$ cat src/rtl/ais_enc_pkg.sv
package ais_enc_pkg;

    localparam int          TRAIN_LEN     = 24;
    localparam int          STUFF_RUN     = 5;
    localparam int          FCS_LEN       = 16;
    localparam logic [7:0]  FLAG_BYTE     = 8'h7E;
    localparam logic [15:0] FCS_PRESET    = 16'hFFFF;
    localparam logic [15:0] FCS_POLY_REFL = 16'h8408;

    typedef enum logic [2:0] {
        BP_IDLE,
        BP_TRAIN,
        BP_SFLAG,
        BP_DATA,
        BP_FCS,
        BP_EFLAG,
        BP_PAD,
        BP_DONE
    } build_phase_e;

    typedef enum logic [1:0] {
        PL_IDLE,
        PL_SEND
    } play_phase_e;

    typedef struct packed {
        logic valid;
        logic value;
    } raw_bit_t;

    function automatic logic [15:0] fcs_step(input logic [15:0] c, input logic b);
        logic        fb;
        logic [15:0] n;
        fb = c[0] ^ b;
        n  = {1'b0, c[15:1]};
        if (fb) n = n ^ FCS_POLY_REFL;
        return n;
    endfunction

    function automatic logic nrzi_next(input logic level, input logic raw);
        return raw ? level : ~level;
    endfunction

endpackage

$ cat src/rtl/ais_enc_fcs.sv
module ais_enc_fcs
    import ais_enc_pkg::*;
(
    input  logic        clk,
    input  logic        rst,
    input  logic        clear,
    input  logic        en,
    input  logic        din,
    output logic [15:0] fcs_q
);
    always_ff @(posedge clk) begin
        if (rst || clear) fcs_q <= FCS_PRESET;
        else if (en)      fcs_q <= fcs_step(fcs_q, din);
    end
endmodule

$ cat src/rtl/ais_enc_linebuf.sv
module ais_enc_linebuf
    import ais_enc_pkg::*;
#(
    parameter int   DEPTH      = 1272,
    parameter int   PTR_W      = 11,
    parameter logic INIT_LEVEL = 1'b0
) (
    input  logic             clk,
    input  logic             rst,
    input  logic             restart,
    input  raw_bit_t         wr,
    input  logic [PTR_W-1:0] rd_addr,
    output logic [PTR_W-1:0] wr_count,
    output logic             rd_level
);
    logic             mem [DEPTH];
    logic             level_q;
    logic             level_n;
    logic             wr_ok;

    assign level_n  = nrzi_next(level_q, wr.value);
    assign wr_ok    = wr.valid && (int'(wr_count) < DEPTH);
    assign rd_level = mem[rd_addr];

    always_ff @(posedge clk) begin
        if (rst || restart) begin
            level_q  <= INIT_LEVEL;
            wr_count <= '0;
        end else if (wr_ok) begin
            level_q  <= level_n;
            wr_count <= wr_count + 1'b1;
        end
    end

    always_ff @(posedge clk) begin
        if (wr_ok) mem[wr_count] <= level_n;
    end
endmodule

$ cat src/rtl/ais_enc_builder.sv
module ais_enc_builder
    import ais_enc_pkg::*;
#(
    parameter int MAX_BYTES = 126,
    parameter int CNT_W     = 10,
    parameter int PAD_BITS  = 4
) (
    input  logic             clk,
    input  logic             rst,
    input  logic             cfg_load,
    input  logic [CNT_W-1:0] cfg_bits,
    input  logic             fifo_valid,
    input  logic [7:0]       fifo_data,
    input  logic [15:0]      fcs_q,
    input  logic             release_frame,
    output logic             fifo_pop,
    output logic             cfg_err,
    output logic             fcs_clear,
    output logic             fcs_en,
    output logic             fcs_din,
    output logic             buf_restart,
    output raw_bit_t         raw_out,
    output logic             frame_busy,
    output logic             frame_ready
);
    localparam int         MAX_BITS  = MAX_BYTES * 8;
    localparam logic [7:0] TRAIN_END = 8'(TRAIN_LEN - 1);
    localparam logic [7:0] FCS_END   = 8'(FCS_LEN);
    localparam logic [7:0] PAD_END   = 8'(PAD_BITS - 1);

    build_phase_e     phase;
    logic [7:0]       cnt;
    logic [CNT_W-1:0] bytes_left;
    logic [7:0]       cur_byte;
    logic             byte_ok;
    logic [2:0]       bit_idx;
    logic [2:0]       ones;
    logic             stuff_now;
    logic             accept;
    logic             len_bad;

    assign len_bad     = (cfg_bits[2:0] != 3'd0) || (int'(cfg_bits) > MAX_BITS);
    assign accept      = (phase == BP_IDLE) && cfg_load && !len_bad;
    assign fcs_clear   = accept;
    assign buf_restart = accept;
    assign frame_busy  = (phase != BP_IDLE);
    assign frame_ready = (phase == BP_DONE);
    assign stuff_now   = ((phase == BP_DATA) || (phase == BP_FCS)) && (ones == 3'(STUFF_RUN));
    assign fcs_din     = cur_byte[bit_idx];

    always_comb begin
        raw_out  = '{valid: 1'b0, value: 1'b0};
        fcs_en   = 1'b0;
        fifo_pop = 1'b0;
        unique case (phase)
            BP_TRAIN: raw_out = '{valid: 1'b1, value: cnt[0]};
            BP_SFLAG,
            BP_EFLAG: raw_out = '{valid: 1'b1, value: FLAG_BYTE[cnt[2:0]]};
            BP_DATA: begin
                if (stuff_now) begin
                    raw_out = '{valid: 1'b1, value: 1'b0};
                end else if (byte_ok) begin
                    raw_out = '{valid: 1'b1, value: cur_byte[bit_idx]};
                    fcs_en  = 1'b1;
                end else if (bytes_left != '0) begin
                    fifo_pop = fifo_valid;
                end
            end
            BP_FCS: begin
                if (stuff_now)
                    raw_out = '{valid: 1'b1, value: 1'b0};
                else if (cnt < FCS_END)
                    raw_out = '{valid: 1'b1, value: ~fcs_q[cnt[3:0]]};
            end
            BP_PAD:  raw_out = '{valid: 1'b1, value: 1'b0};
            default: raw_out = '{valid: 1'b0, value: 1'b0};
        endcase
    end

    always_ff @(posedge clk) begin
        if (rst) begin
            phase      <= BP_IDLE;
            cnt        <= '0;
            bytes_left <= '0;
            cur_byte   <= '0;
            byte_ok    <= 1'b0;
            bit_idx    <= '0;
            ones       <= '0;
            cfg_err    <= 1'b0;
        end else begin
            if ((phase == BP_DATA) || (phase == BP_FCS)) begin
                if (stuff_now)
                    ones <= '0;
                else if (raw_out.valid)
                    ones <= raw_out.value ? ones + 3'd1 : 3'd0;
            end
            unique case (phase)
                BP_IDLE: begin
                    if (cfg_load) begin
                        cfg_err <= len_bad;
                        if (!len_bad) begin
                            bytes_left <= cfg_bits >> 3;
                            cnt        <= '0;
                            byte_ok    <= 1'b0;
                            phase      <= BP_TRAIN;
                        end
                    end
                end
                BP_TRAIN: begin
                    cnt <= cnt + 8'd1;
                    if (cnt == TRAIN_END) begin
                        cnt   <= '0;
                        phase <= BP_SFLAG;
                    end
                end
                BP_SFLAG: begin
                    cnt <= cnt + 8'd1;
                    if (cnt == 8'd7) begin
                        cnt   <= '0;
                        ones  <= '0;
                        phase <= BP_DATA;
                    end
                end
                BP_DATA: begin
                    if (!stuff_now) begin
                        if (byte_ok) begin
                            bit_idx <= bit_idx + 3'd1;
                            if (bit_idx == 3'd7) begin
                                byte_ok    <= 1'b0;
                                bytes_left <= bytes_left - 1'b1;
                            end
                        end else if (fifo_pop) begin
                            cur_byte <= fifo_data;
                            byte_ok  <= 1'b1;
                            bit_idx  <= '0;
                        end else if (bytes_left == '0) begin
                            cnt   <= '0;
                            phase <= BP_FCS;
                        end
                    end
                end
                BP_FCS: begin
                    if (!stuff_now) begin
                        if (cnt == FCS_END) begin
                            cnt   <= '0;
                            phase <= BP_EFLAG;
                        end else begin
                            cnt <= cnt + 8'd1;
                        end
                    end
                end
                BP_EFLAG: begin
                    cnt <= cnt + 8'd1;
                    if (cnt == 8'd7) begin
                        cnt   <= '0;
                        phase <= (PAD_BITS > 0) ? BP_PAD : BP_DONE;
                    end
                end
                BP_PAD: begin
                    cnt <= cnt + 8'd1;
                    if (cnt == PAD_END) begin
                        cnt   <= '0;
                        phase <= BP_DONE;
                    end
                end
                BP_DONE: begin
                    if (release_frame) phase <= BP_IDLE;
                end
                default: phase <= BP_IDLE;
            endcase
        end
    end
endmodule

$ cat src/rtl/ais_enc_player.sv
module ais_enc_player
    import ais_enc_pkg::*;
#(
    parameter int   PTR_W      = 11,
    parameter logic INIT_LEVEL = 1'b0
) (
    input  logic             clk,
    input  logic             rst,
    input  logic             frame_busy,
    input  logic             frame_ready,
    input  logic [PTR_W-1:0] frame_len,
    input  logic             tx_go,
    input  logic             bit_en,
    input  logic             rd_level,
    output logic [PTR_W-1:0] rd_addr,
    output logic             release_frame,
    output logic             tx_active,
    output logic             tx_bit,
    output logic             tx_done
);
    play_phase_e phase;
    logic        go_pend;
    logic        at_end;

    assign at_end        = (rd_addr == frame_len);
    assign release_frame = (phase == PL_SEND) && bit_en && at_end;
    assign tx_active     = (phase == PL_SEND);

    always_ff @(posedge clk) begin
        if (rst) begin
            phase   <= PL_IDLE;
            go_pend <= 1'b0;
            rd_addr <= '0;
            tx_bit  <= INIT_LEVEL;
            tx_done <= 1'b0;
        end else begin
            tx_done <= 1'b0;
            unique case (phase)
                PL_IDLE: begin
                    if (frame_ready && (go_pend || tx_go)) begin
                        phase   <= PL_SEND;
                        go_pend <= 1'b0;
                        rd_addr <= '0;
                    end else if (tx_go && frame_busy) begin
                        go_pend <= 1'b1;
                    end
                end
                PL_SEND: begin
                    if (bit_en) begin
                        if (at_end) begin
                            tx_done <= 1'b1;
                            phase   <= PL_IDLE;
                        end else begin
                            tx_bit  <= rd_level;
                            rd_addr <= rd_addr + 1'b1;
                        end
                    end
                end
                default: phase <= PL_IDLE;
            endcase
        end
    end
endmodule

$ cat src/rtl/ais_burst_encoder.sv
module ais_burst_encoder
    import ais_enc_pkg::*;
#(
    parameter int   MAX_BYTES  = 126,
    parameter int   PAD_BITS   = 4,
    parameter logic INIT_LEVEL = 1'b0,
    localparam int  MAX_BITS   = MAX_BYTES * 8,
    localparam int  CNT_W      = $clog2(MAX_BITS + 1),
    localparam int  BUF_LEN    = TRAIN_LEN + 16 + MAX_BITS + FCS_LEN
                                 + (MAX_BITS + FCS_LEN) / STUFF_RUN + PAD_BITS,
    localparam int  PTR_W      = $clog2(BUF_LEN + 1)
) (
    input  logic             clk,
    input  logic             rst,
    input  logic             cfg_load,
    input  logic [CNT_W-1:0] cfg_bits,
    output logic             cfg_err,
    input  logic             fifo_valid,
    input  logic [7:0]       fifo_data,
    output logic             fifo_pop,
    input  logic             tx_go,
    input  logic             bit_en,
    output logic             frame_ready,
    output logic             tx_active,
    output logic             tx_bit,
    output logic             tx_done
);
    logic             fcs_clear;
    logic             fcs_en;
    logic             fcs_din;
    logic [15:0]      fcs_q;
    logic             buf_restart;
    raw_bit_t         raw_bit;
    logic             frame_busy;
    logic             release_frame;
    logic [PTR_W-1:0] rd_addr;
    logic [PTR_W-1:0] frame_len;
    logic             rd_level;

    ais_enc_fcs u_fcs (
        .clk   (clk),
        .rst   (rst),
        .clear (fcs_clear),
        .en    (fcs_en),
        .din   (fcs_din),
        .fcs_q (fcs_q)
    );

    ais_enc_builder #(
        .MAX_BYTES (MAX_BYTES),
        .CNT_W     (CNT_W),
        .PAD_BITS  (PAD_BITS)
    ) u_builder (
        .clk           (clk),
        .rst           (rst),
        .cfg_load      (cfg_load),
        .cfg_bits      (cfg_bits),
        .fifo_valid    (fifo_valid),
        .fifo_data     (fifo_data),
        .fcs_q         (fcs_q),
        .release_frame (release_frame),
        .fifo_pop      (fifo_pop),
        .cfg_err       (cfg_err),
        .fcs_clear     (fcs_clear),
        .fcs_en        (fcs_en),
        .fcs_din       (fcs_din),
        .buf_restart   (buf_restart),
        .raw_out       (raw_bit),
        .frame_busy    (frame_busy),
        .frame_ready   (frame_ready)
    );

    ais_enc_linebuf #(
        .DEPTH      (BUF_LEN),
        .PTR_W      (PTR_W),
        .INIT_LEVEL (INIT_LEVEL)
    ) u_linebuf (
        .clk      (clk),
        .rst      (rst),
        .restart  (buf_restart),
        .wr       (raw_bit),
        .rd_addr  (rd_addr),
        .wr_count (frame_len),
        .rd_level (rd_level)
    );

    ais_enc_player #(
        .PTR_W      (PTR_W),
        .INIT_LEVEL (INIT_LEVEL)
    ) u_player (
        .clk           (clk),
        .rst           (rst),
        .frame_busy    (frame_busy),
        .frame_ready   (frame_ready),
        .frame_len     (frame_len),
        .tx_go         (tx_go),
        .bit_en        (bit_en),
        .rd_level      (rd_level),
        .rd_addr       (rd_addr),
        .release_frame (release_frame),
        .tx_active     (tx_active),
        .tx_bit        (tx_bit),
        .tx_done       (tx_done)
    );
endmodule

$ cat config.mk
export PLATFORM = sky130hd
export DESIGN_NAME = ais_burst_encoder
export DESIGN_NICKNAME = d
export VERILOG_FILES = /design/src/rtl/ais_enc_pkg.sv /design/src/rtl/ais_enc_fcs.sv /design/src/rtl/ais_enc_linebuf.sv /design/src/rtl/ais_enc_builder.sv /design/src/rtl/ais_enc_player.sv /design/src/rtl/ais_burst_encoder.sv
export SDC_FILE = /design/constraint.sdc
export NUM_CORES = 2
export LEC_CHECK = 0
export BUFFER_PORTS_ARGS = -buffer_cell sky130_fd_sc_hd__buf_4
export CORE_UTILIZATION = 50
export CTS_BUF_LIST = sky130_fd_sc_hd__clkbuf_2
export CTS_CLUSTER_DIAMETER = 150
export CTS_CLUSTER_SIZE = 14
export DETAILED_ROUTE_END_ITERATION = 12
export PLACE_DENSITY = 0.72
export SLEW_MARGIN = 30
export SYNTH_ARGS = -nofsm -noshare
export SYNTH_HDL_FRONTEND = slang
export SYNTH_SLANG_ARGS = --single-unit
$ cat constraint.sdc
create_clock -name clk -period 38 [get_ports clk]
set_input_delay 7.6 -clock clk [delete_from_list [all_inputs] [get_ports clk]]
set_output_delay 7.6 -clock clk [all_outputs]
set_load 0.05 [all_outputs]
# After elaboration in Yosys (flattened, before gate mapping)
# Memory sizes are Yosys's and may differ from the RTL's. A register that Yosys moved wholly into a read port is not among the register bits.
# Index checks and enable logic that the tools add are counted.
# totals
regBits	80
ramBits	1272
rom_bits	8
input_bits	24
wordCells	190
mem_count	2
# memory_table
name	depth	width	read_ports	rd_clocked_by_memory_dff	write_ports	line_no	rtl
u_linebuf.mem	1272	1	1	1	1	ais_enc_linebuf.sv:16	logic mem [DEPTH];
(name not given)	8	1	1	1	0	ais_enc_builder.sv:58	BP_EFLAG: raw_out = '{valid: 1'b1, value: FLAG_BYTE[cnt[2:0]]};
# classes
n_addsub	6
n_lt_le_gt_ge	6
n_eq_ne	34
n_mux	81
bitwise_logic	9
reduce_logical	37
# op_table
operator	count
$mux 8	11
$mux 3	23
$mux 10	5
$pmux 8 s6	1
$mux 11	3
$ne 2x2->1 const B	12
$pmux 3 s8	1
$add 11x1->11 const B	2
$mux 1	22
$pmux 11 s2	1
$pmux 10 s2	1
$eq 3x3->1 const B	6
$eq 8x5->1 const B	2
$mux 16	1
$mux 2	7
$ne 2x1->1 const B	7
$reduce_and 13->1	1
$reduce_and 4->1	3
$eq 11x11->1	1
$lt 11x11->1 const B	1
$gt 10x10->1 const B	1
$logic_not 10->1	1
$pmux 2 s5	1
$reduce_bool 10->1	1
32 further kinds	58

# Depth between registers and ports, before layout
# depth
word_depth	12
mapped_depth	15
ltp_nobuf	10

# By module
# Synthesis repeated with hierarchy kept, for this count alone.
# hier_totals
cells_unflattened	4269
hier_area_um2	59428.2
# modules_own_cells
mod	n_inst	cells_per_inst	area_per_inst_um2	seq_area_each_um2
ais_enc_linebuf	1	3810	55494.5	38436.9
ais_enc_builder	1	297	2407.3	760.7
ais_enc_player	1	106	902.1	300.3
ais_enc_fcs	1	56	624.3	320.3

# Worst setup path after synthesis
# No wires, ideal clock.
# synth_timing
path_type	register to register
from	reg u_builder.cnt[0]
to	mem u_linebuf.mem[0] (data pin)
setup_time_ns	6.756
arrival_time_ns	34.635
required_ns	31.244
slack_ns	-3.391
path_stages_with_launch	7
n_path_buf	1
cell_sequence	dfxtp_1 clkbuf_1 mux4_2 mux4_2 nor4b_1 nor2_1 xor2_1
# synth_via
elab_chain_len	7
word_cells_on_any_way	8
# synth_rtl
element	line_no	rtl
from (decl)	ais_enc_builder.sv:32	logic [7:0] cnt;
from (signal assigned)	ais_enc_builder.sv:110	cnt <= cnt + 8'd1;
from (signal assigned)	ais_enc_builder.sv:117	cnt <= cnt + 8'd1;
from (signal assigned)	ais_enc_builder.sv:148	cnt <= cnt + 8'd1;
$bmux 1 s4	ais_enc_builder.sv:73	raw_out = '{valid: 1'b1, value: ~fcs_q[cnt[3:0]]};
$mux 1 (implied by the code)	ais_enc_builder.sv:73	
$not 1->1	ais_enc_builder.sv:73	
$mux 2	ais_enc_builder.sv:72	else if (cnt < FCS_END)
$mux 2	ais_enc_builder.sv:70	if (stuff_now)
$pmux 2 s5 (*)	ais_enc_builder.sv:55	unique case (phase)
$mux 1 (*)	ais_enc_pkg.sv:41	return raw ? level : ~level;
net u_linebuf.level_n	ais_enc_linebuf.sv:18	logic level_n;
to (decl)	ais_enc_linebuf.sv:16	
# Mark *: on every way through the listed nets, which the timed path passes. The rest lies on a longest branch. The select of a mux whose other input is x is not followed.

# Worst setup path in the final report
# layout_timing
from	in fifo_valid
to	out fifo_pop
# layout_via
elab_chain_len	4
# layout_rtl
element	line_no	rtl
from (decl)	ais_burst_encoder.sv:18	input logic fifo_valid,
$mux 1	ais_enc_builder.sv:65	end else if (bytes_left != '0) begin
$mux 1	ais_enc_builder.sv:62	end else if (byte_ok) begin
$mux 1	ais_enc_builder.sv:60	if (stuff_now) begin
$mux 1	ais_enc_builder.sv:55	
to (decl)	ais_burst_encoder.sv:20	output logic fifo_pop,
# No other way between the ends.

==> metrics.md <==
| Metric | Value |
|---|---|
| Status | `complete, no violations` |
| DIE HEIGHT | `346 µm` |
| GR Util met1 | `33.2%` |
| Post-CTS Hold Fix Bufs | `0` |
| Via Count | `34.6k` |
| Clock Tree Buf Depth | `3` |
| Drt first pass iters | `8` |
| Pwr Density | `44.1 nW/µm²` |
| Met2 Use GR | `39.3%` |
| Total gr overflow | `0` |
| WL per Instance | `26.7 µm` |
| Post-detail-place hpwl | `77.4 mm` |
| Ys async rst share | `0%` |
| Core ar. | `117000 µm²` |
| Yosys reg bits | `1353` |
| Vias per inst | `6.28` |
| M3 GR Usage | `4.85%` |
| Final min period | `16.14 ns` |
| Worst Setup Start Kind | `input port` |
| DRC Markers | `0` |
| Final setup fails | `0` |
| Gr busiest metal | `met2` |
| Root buffer cell | `clkbuf_2` |
| CTS sink count | `1353` |
| Area Growth Syn to Fin | `3.32%` |
| Leakage | `16.9 nW` |
| ANT nets after route | `0` |
| DIE AREA | `120000 µm²` |
| WP data arrival | `8.54 ns` |
| Hold Crit Class | `reg -> reg` |
| Cell Area, Synth | `59100 µm²` |
| Vias in the first global route | `33.4k` |
| Largest net degree at the start of global routing | `304` |
| Die W | `346 µm` |
| Post-CTS Setup Inserts | `0` |
| Netlist cell types | `70` |
| Slew Limit Fails | `0` |
| Critical Path RT | `30.40 ns` |
| Setup_tns | `0 ns` |
| Share of cells above drive strength 1 | `18.0%` |
| Site Rows | `125` |
| Most common cell after layout, fill and taps aside | `nor2_1` |
| # H-tree levels | `3` |
| Max Cap Viol | `0` |
| Worst-margin pin slew | `1.06 ns` |
| Clk_lat worst skew | `1.43 ns` |
| Post-CTS resize count | `0` |
| Nets | `3985` |
| Fraction of the yosys area taken by sequential cells | `67.4%` |
| Warnings from Yosys | `0` |
| Critical path type | `in -> out` |
| GRT Util Overall | `24.4%` |
| Slew HR | `29.3%` |
| First-pass GRT wire length | `216 mm` |
| Number of synthesized flops with an enable pin | `1272` |
| CTS tree | `built` |
| Worst VDD drop | `0.0556 mV` |
| Setup WS pre-CTS | `21.85 ns` |
| Num CTS Buffers | `106` |
| WHS | `0.496 ns` |
| Initial drt markers | `4605` |
| Initial antenna violation count | `2` |
| Max Fclk | `0.0620 GHz` |
| Synthesized Nets | `4170` |
| Commonest non-fill, non-tap cells in the layout | `nor2_1 (1365), edfxtp_1 (1272), mux4_2 (368)` |
| Mean Syn Cell Area | `14.3 µm²` |
| Final setup margin | `21.86 ns` |
| Post-Synthesis Cells | `4133` |
| Input/output buffers | `29` |
| Starting Density | `50.7%` |
| CTS clock-pin slew for the worst setup and hold paths | `0.26 ns` |
| Worst-path fanout max | `12` |
| GP Congestion | `0.855` |
| Final Hold Fails | `0` |
| Main flop type after synthesis | `edfxtp_1` |
| Clock Skew | `0.114 ns` |
| Ports | `30` |
| Crit share post-route | `42.5%` |
| WL final | `147 mm` |
| CP Capture Type | `output pin` |
| RSZ-0062 raised after global routing | `false` |
==> Yosys cell counts, types with 25 or more instances <==
cell type | instances | area [µm²]
a21oi_1 | 37 | 185
o21ai_0 | 29 | 145
clkbuf_1 | 296 | 1110
dfxtp_1 | 81 | 1620
nor2_1 | 1367 | 5130
buf_4 | 25 | 188
nor3_1 | 28 | 140
edfxtp_1 | 1272 | 38200
buf_2 | 47 | 235
nand2_1 | 170 | 638
mux2i_1 | 42 | 420
nand3_1 | 40 | 200
xor2_1 | 27 | 236
mux4_2 | 368 | 8290
==> state kept, by name, indices dropped and copies added (netlist names), named ones only <==
| register | count |
|---|---|
| u_player.tx_done | 1 |
| u_builder.bytes_left | 10 |
| u_linebuf.level_q | 1 |
| u_builder.cfg_err | 1 |
| u_fcs.fcs_q | 16 |
| u_linebuf.wr_count | 11 |
| u_linebuf.mem | 1272 |
| u_player.go_pend | 1 |
| u_builder.bit_idx | 3 |
| u_builder.phase | 3 |
| u_player.tx_bit | 1 |
| u_builder.cnt | 8 |
| u_builder.byte_ok | 1 |
| u_builder.ones | 3 |
| u_player.phase | 1 |
| u_builder.cur_byte | 8 |
| u_player.rd_addr | 11 |
==> final cells by class <==
cell class	count	area, µm²
multi-input cells	2364	17700
flip-flops and latches	1353	39800
clock buffers	130	651
fillers	9524	55600
diodes	2	5.00
repair buffers	103	878
inverters	20	75.1
well taps	1524	1910
clock inverters	6	56.3
==> cell families (layout without fill, tap and decap cells) <==
logic type / Yosys count / after routing / synth area share [%]
other cells: 0 / 2 / 0
fa+ha+maj: 13 / 13 / 0.275
mux: 424 / 424 / 15.0
compound gates: 165 / 165 / 1.91
simple gates: 1721 / 1721 / 11.7
flops: 1353 / 1353 / 67.4
buf+inv: 416 / 259 / 3.18
xor+xnor: 41 / 41 / 0.607
==> through the flow <==
| stage | std cells | power (mW) | area (µm²) | utilization (%) |
|---|---|---|---|---|
| after global routing | 5502 | 2.77 | 61100 | 52.3 |
| after detailed placement | 5363 | 2.18 | 60300 | 51.7 |
| final | 5502 | 2.70 | 61100 | 52.3 |
| after CTS | 5499 | 2.69 | 61000 | 52.3 |
| after global placement | 5362 | 2.17 | 60200 | 51.6 |
| after floorplan | 4133 | 2.39 | 59100 | - |
==> power by group <==
part,switching (mW),internal [mW],leakage (nW),total [mW]
Clock,0.442,0.0959,0.567,0.538
Combinational,0.238,0.0360,4.51,0.274
Sequential,0.00867,1.88,11.8,1.88
Total,0.688,2.01,16.9,2.70
==> critical path, cell delays in order <==
cell,delay (ns)
buf_4,0.08
and4_1,0.55
buf_4,0.31
==> final timing paths <==
kind,endpoint,start,slack [ns],cells past startpoint
setup / recovery,fifo_pop,fifo_valid,21.86,3
hold / removal,u_fcs.fcs_q[4],u_fcs.fcs_q[5],0.50,2
setup reg to reg,u_player.tx_bit,u_player.rd_addr[1],32.57,9
hold reg to reg,u_fcs.fcs_q[4],u_fcs.fcs_q[5],0.50,2
==> routing by layer <==
metal / wire length [µm] / up-vias
li1: - / 14610
met1: 55700 / 17783
met2: 70300 / 1872
met3: 15800 / 309
met4: 5310 / 2
met5: 19 / -
No activity file was read; power rests on OpenSTA's default activity.
